[src/rtl/bpar_pkg.sv]
package bpar_pkg;

  typedef enum logic [1:0] {
    GRP_BYTE  = 2'd0,
    GRP_HALF  = 2'd1,
    GRP_WORD  = 2'd2,
    GRP_WORD3 = 2'd3
  } grp_e;

  // control register layout, msb first
  typedef struct packed {
    logic latch_en;
    logic gen_en;
    logic even_sense;
    grp_e grp;
  } ctrl_t;

  localparam int CTRL_W = $bits(ctrl_t);

endpackage

[src/rtl/bpar_regs.sv]
module bpar_regs
  import bpar_pkg::*;
#(
  parameter int RW = 8
) (
  input  logic          clk,
  input  logic          rst_sn,
  input  logic          reg_wr,
  input  logic          reg_addr,
  input  logic [RW-1:0] reg_wdata,
  input  logic          flag,
  output ctrl_t         ctrl,
  output logic          flag_clr,
  output logic [RW-1:0] reg_rdata
);

  localparam int PAD_C = RW - CTRL_W;

  ctrl_t ctrl_q, ctrl_d;
  logic  ctrl_we;

  assign ctrl_we = reg_wr & ~reg_addr;

  always_comb begin
    ctrl_d = ctrl_q;
    if (ctrl_we) ctrl_d = ctrl_t'(reg_wdata[CTRL_W-1:0]);
  end

  always_ff @(posedge clk or negedge rst_sn) begin
    if (!rst_sn) ctrl_q <= '0;
    else         ctrl_q <= ctrl_d;
  end

  assign ctrl     = ctrl_q;
  assign flag_clr = reg_wr & reg_addr & reg_wdata[0];

  always_comb begin
    if (reg_addr) reg_rdata = {{(RW-1){1'b0}}, flag};
    else          reg_rdata = {{PAD_C{1'b0}}, ctrl_q};
  end

  assert_rdata_pad_R10: assert property (@(posedge clk) disable iff (!rst_sn)
    reg_rdata[RW-1:CTRL_W] == '0);

  assert_ctrl_next_cycle_R11: assert property (@(posedge clk) disable iff (!rst_sn)
    ctrl_we |=> ctrl == $past(reg_wdata[CTRL_W-1:0]));

  assert_ctrl_stable_R11: assert property (@(posedge clk) disable iff (!rst_sn)
    !ctrl_we |=> $stable(ctrl));

endmodule

[src/rtl/bpar_group_calc.sv]
module bpar_group_calc
  import bpar_pkg::*;
#(
  parameter int LANES = 4,
  parameter int DBITS = 8
) (
  input  logic [LANES*(DBITS+1)-1:0] word,
  input  grp_e                       grp,
  input  logic                       even_sense,
  output logic [LANES-1:0]           top_mask,
  output logic [LANES-1:0]           need_par
);

  localparam int LW   = DBITS + 1;
  localparam int HALF = LANES / 2;

  logic [LANES-1:0] lane_x;
  logic             half_lo_x, half_hi_x, whole_x;

  genvar k;
  generate
    for (k = 0; k < LANES; k++) begin : g_lane
      assign lane_x[k] = ^word[k*LW +: DBITS];
    end
  endgenerate

  assign half_lo_x = ^lane_x[HALF-1:0];
  assign half_hi_x = ^lane_x[LANES-1:HALF];
  assign whole_x   = ^lane_x;

  always_comb begin
    for (int i = 0; i < LANES; i++) begin
      logic raw;
      case (grp)
        GRP_BYTE: begin
          raw         = lane_x[i];
          top_mask[i] = 1'b1;
        end
        GRP_HALF: begin
          raw         = (i < HALF) ? half_lo_x : half_hi_x;
          top_mask[i] = (i == HALF-1) || (i == LANES-1);
        end
        default: begin
          raw         = whole_x;
          top_mask[i] = (i == LANES-1);
        end
      endcase
      // odd sense: parity bit makes the group's count of ones odd
      need_par[i] = raw ^ ~even_sense;
    end
  end

endmodule

[src/rtl/bpar_flag.sv]
module bpar_flag (
  input  logic clk,
  input  logic rst_sn,
  input  logic valid,
  input  logic err_any,
  input  logic latch_en,
  input  logic clr,
  output logic flag
);

  logic flag_q, flag_d;

  always_comb begin
    flag_d = flag_q;
    if (latch_en)   flag_d = (flag_q & ~clr) | (valid & err_any);
    else if (valid) flag_d = err_any;
    else            flag_d = flag_q & ~clr;
  end

  always_ff @(posedge clk or negedge rst_sn) begin
    if (!rst_sn) flag_q <= 1'b0;
    else         flag_q <= flag_d;
  end

  assign flag = flag_q;

  assert_latch_hold_R9: assert property (@(posedge clk) disable iff (!rst_sn)
    latch_en && flag && !clr |=> flag);

  assert_set_wins_R9: assert property (@(posedge clk) disable iff (!rst_sn)
    latch_en && valid && err_any |=> flag);

  assert_clear_R9: assert property (@(posedge clk) disable iff (!rst_sn)
    clr && !valid |=> !flag);

  assert_follow_word_R8: assert property (@(posedge clk) disable iff (!rst_sn)
    !latch_en && valid |=> flag == $past(err_any));

endmodule

[src/rtl/byte_parity_unit.sv]
module byte_parity_unit
  import bpar_pkg::*;
#(
  parameter int LANES = 4,
  parameter int DBITS = 8,
  parameter int RW    = 8
) (
  input  logic                       clk,
  input  logic                       rst_n,
  input  logic                       in_valid,
  input  logic [LANES*(DBITS+1)-1:0] in_word,
  output logic                       out_valid,
  output logic [LANES*(DBITS+1)-1:0] out_word,
  output logic [LANES-1:0]           out_lane_err,
  output logic                       perr,
  input  logic                       reg_wr,
  input  logic                       reg_addr,
  input  logic [RW-1:0]              reg_wdata,
  output logic [RW-1:0]              reg_rdata
);

  localparam int LW = DBITS + 1;
  localparam int W  = LANES * LW;

  // reset: asserted asynchronously, released on a clock edge
  logic rst_meta, rst_sn;
  always_ff @(posedge clk or negedge rst_n) begin
    if (!rst_n) {rst_sn, rst_meta} <= 2'b00;
    else        {rst_sn, rst_meta} <= {rst_meta, 1'b1};
  end

  ctrl_t            ctrl;
  logic             flag_clr;
  logic             flag;
  logic [LANES-1:0] top_mask, need_par;

  bpar_regs #(.RW(RW)) i_regs (
    .clk      (clk),
    .rst_sn   (rst_sn),
    .reg_wr   (reg_wr),
    .reg_addr (reg_addr),
    .reg_wdata(reg_wdata),
    .flag     (flag),
    .ctrl     (ctrl),
    .flag_clr (flag_clr),
    .reg_rdata(reg_rdata)
  );

  bpar_group_calc #(.LANES(LANES), .DBITS(DBITS)) i_calc (
    .word      (in_word),
    .grp       (ctrl.grp),
    .even_sense(ctrl.even_sense),
    .top_mask  (top_mask),
    .need_par  (need_par)
  );

  // check and regenerate
  logic [W-1:0]     word_d, word_q;
  logic [LANES-1:0] lerr_d, lerr_q;
  logic             vld_q;

  always_comb begin
    word_d = in_word;
    for (int i = 0; i < LANES; i++) begin
      lerr_d[i] = top_mask[i] & (in_word[i*LW + DBITS] != need_par[i]);
      if (ctrl.gen_en && top_mask[i]) word_d[i*LW + DBITS] = need_par[i];
    end
  end

  always_ff @(posedge clk or negedge rst_sn) begin
    if (!rst_sn) vld_q <= 1'b0;
    else         vld_q <= in_valid;
  end

  always_ff @(posedge clk or negedge rst_sn) begin
    if (!rst_sn) begin
      word_q <= '0;
      lerr_q <= '0;
    end else if (in_valid) begin
      word_q <= word_d;
      lerr_q <= lerr_d;
    end
  end

  bpar_flag i_flag (
    .clk     (clk),
    .rst_sn  (rst_sn),
    .valid   (in_valid),
    .err_any (|lerr_d),
    .latch_en(ctrl.latch_en),
    .clr     (flag_clr),
    .flag    (flag)
  );

  assign out_valid    = vld_q;
  assign out_word     = word_q;
  assign out_lane_err = lerr_q;
  assign perr         = flag;

  assert_valid_delay_R2: assert property (@(posedge clk) disable iff (!rst_sn)
    out_valid == $past(in_valid));

  assert_word_top_R5: assert property (@(posedge clk) disable iff (!rst_sn)
    ctrl.grp[1] |-> top_mask == (LANES'(1) << (LANES-1)));

  assert_err_flag_R8: assert property (@(posedge clk) disable iff (!rst_sn)
    in_valid && (|lerr_d) |=> perr && (|out_lane_err));

  genvar k;
  generate
    for (k = 0; k < LANES; k++) begin : g_chk
      assert_data_pass_R2: assert property (@(posedge clk) disable iff (!rst_sn)
        in_valid |=> out_word[k*LW +: DBITS] == $past(in_word[k*LW +: DBITS]));

      assert_nontop_pass_R4: assert property (@(posedge clk) disable iff (!rst_sn)
        in_valid && !top_mask[k] |=> out_word[k*LW + DBITS] == $past(in_word[k*LW + DBITS]));

      assert_no_regen_R7: assert property (@(posedge clk) disable iff (!rst_sn)
        in_valid && !ctrl.gen_en |=> out_word[k*LW + DBITS] == $past(in_word[k*LW + DBITS]));
    end
  endgenerate

endmodule

[config.mk]
export PLATFORM = sky130hd
export DESIGN_NAME = byte_parity_unit
export DESIGN_NICKNAME = d
export VERILOG_FILES = /design/src/rtl/bpar_pkg.sv /design/src/rtl/bpar_regs.sv /design/src/rtl/bpar_group_calc.sv /design/src/rtl/bpar_flag.sv /design/src/rtl/byte_parity_unit.sv
export SDC_FILE = /design/constraint.sdc
export NUM_CORES = 1
export LEC_CHECK = 0
export BUFFER_PORTS_ARGS = -buffer_cell sky130_fd_sc_hd__buf_2
export CAP_MARGIN = 20
export CORE_ASPECT_RATIO = 0.7
export CORE_UTILIZATION = 52
export DETAILED_ROUTE_END_ITERATION = 12
export GPL_TIMING_DRIVEN = 1
export PLACE_DENSITY = 0.91
export SLEW_MARGIN = 5
export SYNTH_ARGS = -nofsm -noshare
export SYNTH_HDL_FRONTEND = slang
export SYNTH_SLANG_ARGS = --single-unit
export TNS_END_PERCENT = 100
[constraint.sdc]
create_clock -name clk -period 2.72 [get_ports clk]
set_input_delay 0.136 -clock clk [delete_from_list [all_inputs] [get_ports clk]]
set_output_delay 0.136 -clock clk [all_outputs]
set_load 0.01 [all_outputs]
==> results.md, run 1 <==
- Status: completed
- DR vias: 1672
- Synth Area in Adders: 0%
- Crit path DAT: 2.02 ns
- Layout cell share with drive strength beyond 1: 49.3%
- Grt ovf: 0
- GRT Overall Usage: 20.4%
- Pre-Repair DR Iteration Count: 6
- Final hold vios: 0
- HPWL Detailed: ~3.6 mm
- Synthesis-to-layout area growth: 26.2%
- Max Cap Violations: 0
- Synthesized area per cell: approximately 13 um^2
- I/O pins: 99
- Crit path max fanout: 5
- Register-to-Register Path Depth: 7
- Pin count of the biggest net entering global routing: 48
- Most frequent cells in the layout: buf_2, dfrtp_1, xnor2_1, mux2_2, nand2_1
- Reg-to-reg startpoint: i_regs.ctrl[1]
- Slack of the worst reg-to-reg path: 1.23 ns
- Iter 0 DRT Violations: 36
- Drt drc: 0
- Synth Cell Area: about 2400 um^2
- Area fraction in compound gates after synthesis: approximately 5%
- Clock Skew: 0.00917 ns
- HP Class: in2reg
- Final core occ: roughly 69%
- Area leader, netlist: dfrtp_1
- Fin crit share: 67.1%
- Nets: between 300 and 400
- Worst Setup Start Kind: primary input
- Post-Synthesis Cells: 189
- Antenna violations before repair: 0
- Slew Viols, Final: 0
- Avg WL per Cell: 13.8 um
- Routed WL: 4.67 mm
- Peak VDD IR: 389 uV
- Post-synth top area share: around half
- Vias per cell: just under 5
- H-tree Lvls: 2
- Hold depth: 2
- Port Buffers: 92
- First-pass GRT wire length: 7.72 mm
- Register bit total from synthesis: about 50
- RSZ-0062 raised after global routing: no
- Antenna viol nets, final: 0
- Number of cell rows: 20
- Post-layout minimum cycle time: 1.83 ns
- Design area: a little over 3000 um^2
- Core ar.: 4400 um^2
- Clk slew on worst S/H paths: 0.09 ns
- Yosys warnings: 0
- # clock sinks: 49
- Most common cell after layout, fill and taps aside: buf_2
- Clk_lat worst skew: 0.30 ns
- Root Driver: clkbuf_8
- R2r endpoint: out_word[35]
- CTS tree: done
- Hold Crit Start: reg_wdata[2]
- Seq/Total Area, Yosys: 50.8%
- Proportion of synthesized area in mux cells: 18.1%
- Power Dens Cells: just over 700 nW/um^2
- Die area: 4920 um^2
- Largest family of logic cells by synthesized area: XOR/XNOR gates
- Ranking of synthesized cells by area: dfrtp_1, mux2_2, xnor2_1
- Yosys cell types: 26
- Die X: about 83 um
- CTS buffer count: 5
- Post-synthesis xor/xnor area fraction: 19.3%
- Max clock buf depth: 2
- Placed Area: ~2900 um^2
- Vias in the first global route: about 1600
- Req. time, crit path: 2.91 ns
- Pleak: 1.44 nW
- # diodes: 0
- Initial core utilization: 54.8%
- GP Congestion: 0.762
- Die height: between 50 and 60 um
- WS Path Type: in2reg
- Simple-Gate Fraction of Synth Area: 4.04%
- Max Freq: between 500 and 600 MHz
- CP endpoint kind: flop
- Min-Delay Endpoint: i_regs.ctrl[2]
- Setup-failing EPs final: 0
- Setup TNS: 0 ns
==> metal layers <==
layer / wire length, um / GRT usage, %
met5: 0 / 0
met2: 2280 / 34.4
met1: 2020 / 25.9
met3: 329 / 6.69
met4: 52 / 5.81
==> sequential cells by signal, summed over array words and instances (netlist names) <==
| signal | count |
|---|---|
| out_word | 36 |
| out_valid | 1 |
| rst_meta | 1 |
| rst_sn | 1 |
| i_regs.ctrl | 5 |
| out_lane_err | 4 |
| i_flag.flag | 1 |
==> synthesized netlist by cell type (all sizes together) <==
master / number
o211ai: 1
o2bb2ai: 2
xnor3: 3
a31oi: 2
mux2: 37
conb: 2
a21o: 2
or3: 1
o21a: 1
inv: 3
nand2: 10
buf: 3
mux2i: 2
nor2b: 6
dfrtp: 49
o21ai: 7
nor2: 3
nand3: 1
xor2: 5
xnor2: 38
a21oi: 4
clkbuf: 7
==> where the power goes <==
part	leakage, nW	switching (mW)	internal [mW]
Combinational	0.809	0.388	0.441
Clock	0.0549	0.239	0.235
Sequential	0.577	0.0711	0.835
==> repair_timing <==
action | in CTS | in global routing
hold buffers | 1 | 0
gates resized for setup | 0 | 0
endpoints found under the hold margin | 2 | 0
buffers inserted | 0 | 0
==> critical path: stages <==
cell and delay, ns:
buf_2 0.11, xor2_1 0.16, xnor2_1 0.28, xnor2_2 0.22
xnor3_1 0.47, a21oi_2 0.20, xor2_1 0.18, a21oi_1 0.10
a21o_1 0.15
==> final cells by class <==
type                            instances  area (um^2)
Inverter                                3         11.3
Clock buffer                            7         96.3
Multi-Input combinational cell        129         1130
Fill cell                             339         1360
Timing Repair Buffer                   95          498
Sequential cell                        49         1230
Clock inverter                          1         8.76
Tap cell                               55         68.8
==> worst max path at each step <==
stage / startpoint / to / slack [ns] / depth (start not counted)
3_5_place_dp: in_word[3] / out_word[35] / 0.57 / 9
5_1_grt: in_word[12] / out_word[35] / 0.77 / 9
6_report: in_word[3] / out_word[35] / 0.89 / 9
3_3_place_gp: in_word[3] / out_word[35] / 0.66 / 9
2_1_floorplan: in_word[3] / out_word[35] / 0.89 / 8
4_1_cts: in_word[3] / out_word[35] / 0.89 / 9
==> kinds of logic after synthesis <==
logic type	count (synthesis)
XOR/XNOR	46
AND/OR/NAND/NOR	21
multiplexers	39
buffers and inverters	13
flip-flops	49
AO/OA/AOI/OAI	19
other	2
==> stage by stage <==
step | std cells | setup WS (ns) | hold slack (ns) | power, mW
CTS | 338 | 0.887 | 0.0534 | 2.23
global placement | 329 | 0.664 | -0.0781 | 1.72
floorplan | 191 | 0.886 | -0.160 | 1.52
finish | 339 | 0.894 | 0.0571 | 2.21
detailed placement | 329 | 0.572 | -0.0774 | 1.75
global route | 339 | 0.770 | 0.0441 | 2.34
(Power assumes the default switching activity.)
==> inputs of run 2 (changes only) <==
--- a/config.mk
+++ b/config.mk
@@ -8,10 +8,10 @@
 export BUFFER_PORTS_ARGS = -buffer_cell sky130_fd_sc_hd__buf_2
 export CAP_MARGIN = 20
 export CORE_ASPECT_RATIO = 0.7
-export CORE_UTILIZATION = 52
+export CORE_UTILIZATION = 48
 export DETAILED_ROUTE_END_ITERATION = 12
 export GPL_TIMING_DRIVEN = 1
-export PLACE_DENSITY = 0.91
+export PLACE_DENSITY = 0.86
 export SLEW_MARGIN = 5
 export SYNTH_ARGS = -nofsm -noshare
 export SYNTH_HDL_FRONTEND = slang
==> constraint.sdc (replaced) <==
create_clock -name clk -period 1.89 [get_ports clk]
set_input_delay 0.0945 -clock clk [delete_from_list [all_inputs] [get_ports clk]]
set_output_delay 0.0945 -clock clk [all_outputs]
set_load 0.01 [all_outputs]
==> run 2 against run 1 <==
Against the previous run:
- hold slack lost 0.047 ns
- combinational power grew 54%
- first-iteration DRC count is 33% higher
- cell area grew 1.5%
- worst setup slack lost 0.69 ns
- cell count is 5.9% higher
- register-to-register slack worse by 0.86 ns
- sequential cell count did not move
==> results.md, run 2 (synthesis gave the netlist of run 1 again) <==
- Crit path DAT: 1.88 ns (-0.14 ns)
- Layout cell share with drive strength beyond 1: 50.0% (+0.70 points)
- RSZ-0062 raised after global routing: no
- Synthesis-to-layout area growth: 28.1%
- Max Cap Violations: 0 (unchanged)
- Post-layout minimum cycle time: ~1.7 ns
- Die area: 5320 um^2 (+8.1%)
- Min-Delay Endpoint: i_regs.ctrl[4]
- CP max stage cell: xnor3_1
- Final hold vios: 0 (unchanged)
- Cts repair resizes: 0 (unchanged)
- Design area: 3090 um^2 (+1.5%)
- Req. time, crit path: 2.09 ns (-0.82 ns)
- Die height: 61.3 um (+3.9%)
- Most common cell after layout, fill and taps aside: buf_2
- Storage element area: 1230 um^2 (unchanged)
- GP Congestion: 0.781 (+2.5%)
- Worst-Margin Slew: 0.540 ns
- Fillers: 395 (+17%)
- Die X: 86.8 um (+4.0%)
- Slew Viols, Final: 0 (unchanged)
- Crit path max fanout: 3 (-2)
- First-pass GRT wire length: 7.35 mm (-4.8%)
- Slack of the worst reg-to-reg path: 0.37 ns (-0.86 ns)
- Vias in the first global route: 1648 (+0.061%)
- Worst Setup Start Kind: primary input
- Worst path max stage delay: 0.44 ns (-0.03 ns)
- Clk slew on worst S/H paths: 0.08 ns (about the same)
- Register-to-Register Path Depth: 7 (unchanged)
- GRT Overall Usage: 18.7% (-1.7 points)
- Worst Hold Margin: 0.00992 ns (-0.0472 ns)
- Fin crit share: between 80% and 90%
- CP endpoint kind: flop
- # diodes: 0 (unchanged)
- Setup-failing EPs final: 0 (unchanged)
- Drt drc: 0 (unchanged)
- WS Path Type: in2reg
- Nets: 338 (+1.8%)
- Largest register FFs: 36 (unchanged)
- Most frequent cells in the layout: buf_2, dfrtp_1, xnor2_1, mux2_2, nand2_1
- Antenna violations before repair: 0 (unchanged)
- Peak VDD IR: 578 uV (+49%)
- DR vias: 1730 (+3.5%)
- HP Class: in2reg
- Max Freq: between 500 and 600 MHz
- # clock sinks: 49 (unchanged)
- H-tree Lvls: 2 (unchanged)
- Core ar.: 4810 um^2 (+9.2%)
- CTS buffer count: 5 (unchanged)
- Pin count of the biggest net entering global routing: 26 (-46%)
- Reg-to-reg startpoint: i_regs.ctrl[1]
- I/O pins: 99 (unchanged)
- Hold depth: 2 (unchanged)
- Antenna viol nets, final: 0 (unchanged)
- Placed Area: 2990 um^2 (+2.6%)
- Clock Skew: 0.00490 ns (-0.00427 ns)
- Root Driver: clkbuf_8
- Pre-Repair DR Iteration Count: 4 (-2)
- Avg WL per Cell: 13.0 um (-5.8%)
- Power Dens Cells: 1030 nW/um^2 (+42%)
- HPWL Detailed: 3.59 mm (about the same)
- Cells along the critical path: buf_2 > xnor2_1 > xnor2_1 > buf_4 > xnor2_2 > xnor3_1 > a21oi_2 > xor2_1 > a21oi_1 > a21o_1
- Routed WL: 4.66 mm (-0.24%)
- Max clock buf depth: 2 (unchanged)
- R2r endpoint: out_word[35]
- Port Buffers: 92 (unchanged)
- Vias per cell: 4.82 (-2.3%)
- Initial core utilization: 50.2% (-4.6 points)
- Pleak: 1.46 nW (+1.2%)
- Number of cell rows: 21 (+5.0%)
- Relative max-transition margin: 64.0%
- Iter 0 DRT Violations: 48 (+33%)
- Total Power: 3.17 mW (+44%)
- Hold Crit Start: reg_wdata[4]
- Clk_lat worst skew: 0.30 ns (about the same)
- Area of the multi-input gates: 1130 um^2 (unchanged)
- Grt ovf: 0 (unchanged)
- CTS tree: done
- Most used cell, CP: xnor2_1
- Status: completed
==> run 2: cell types whose count changed in the layout (fill, tap and decap cells not counted) <==
| cell | before | now |
|---|---|---|
| clkinvlp_4 | 0 | 1 |
| clkbuf_8 | 7 | 5 |
| clkinv_2 | 0 | 2 |
| dlygate4sd3_1 | 1 | 2 |
| buf_4 | 1 | 6 |
| inv_6 | 1 | 0 |
==> run 2: final cells by class <==
cell class              count  area share, %
repair buffers            101           17.6
clock inverters             3          0.567
inverters                   3          0.364
well taps                  69           2.79
multi-input cells         129           36.7
flip-flops and latches     49           39.7
clock buffers               5           2.23
==> run 2: timing repair <==
item                                   4_1_cts  5_1_grt
buffers inserted                             0        0
hold buffers                                 2        0
endpoints found under the hold margin        3        0
==> run 2: how the worst max path moves through the flow <==
stage	start	endpoint	slack (ns)	depth (start not counted)
5_1_grt	in_word[16]	i_flag.flag	0.11	9
3_3_place_gp	in_word[5]	out_word[35]	-0.07	10
6_report	in_word[7]	out_word[35]	0.21	10
4_1_cts	in_word[7]	out_word[35]	0.18	10
3_5_place_dp	in_word[7]	out_word[35]	-0.12	10
2_1_floorplan	in_word[3]	out_word[35]	0.1	8
==> run 2: power breakdown <==
| part | total, mW | internal (mW) | leakage, nW | switching (mW) |
|---|---|---|---|---|
| clock | 0.590 | 0.256 | 0.0439 | 0.335 |
| combinational | 1.28 | 0.703 | 0.837 | 0.576 |
| sequential | 1.30 | 1.20 | 0.577 | 0.103 |
==> run 2: metal layers <==
layer	part of all wire (%)	vias to the layer above	global-route usage [%]
met4	0.82	0	6.43
li1	-	826	-
met1	46	831	23.4
met3	7.3	6	8.31
met5	0	-	0
met2	46	67	29.6
==> run 2: worst max-delay path, delay by kind of cell <==
family,cells,cell delay (ns)
AOI/OAI and AO/OA,3,0.44
buffers and inverters,2,0.26
xor gates and xnor gates,5,1.10
==> run 2: through the flow <==
stage	setup slack [ns]	utilization [%]	TNS [ns]	instances
floorplan	0.0976	-	0	191
global placement	-0.0729	62.1	-0.150	349
detailed placement	-0.119	62.1	-0.233	349
CTS	0.183	64.3	0	359
global route	0.108	64.3	0	359
finish	0.206	64.3	0	359
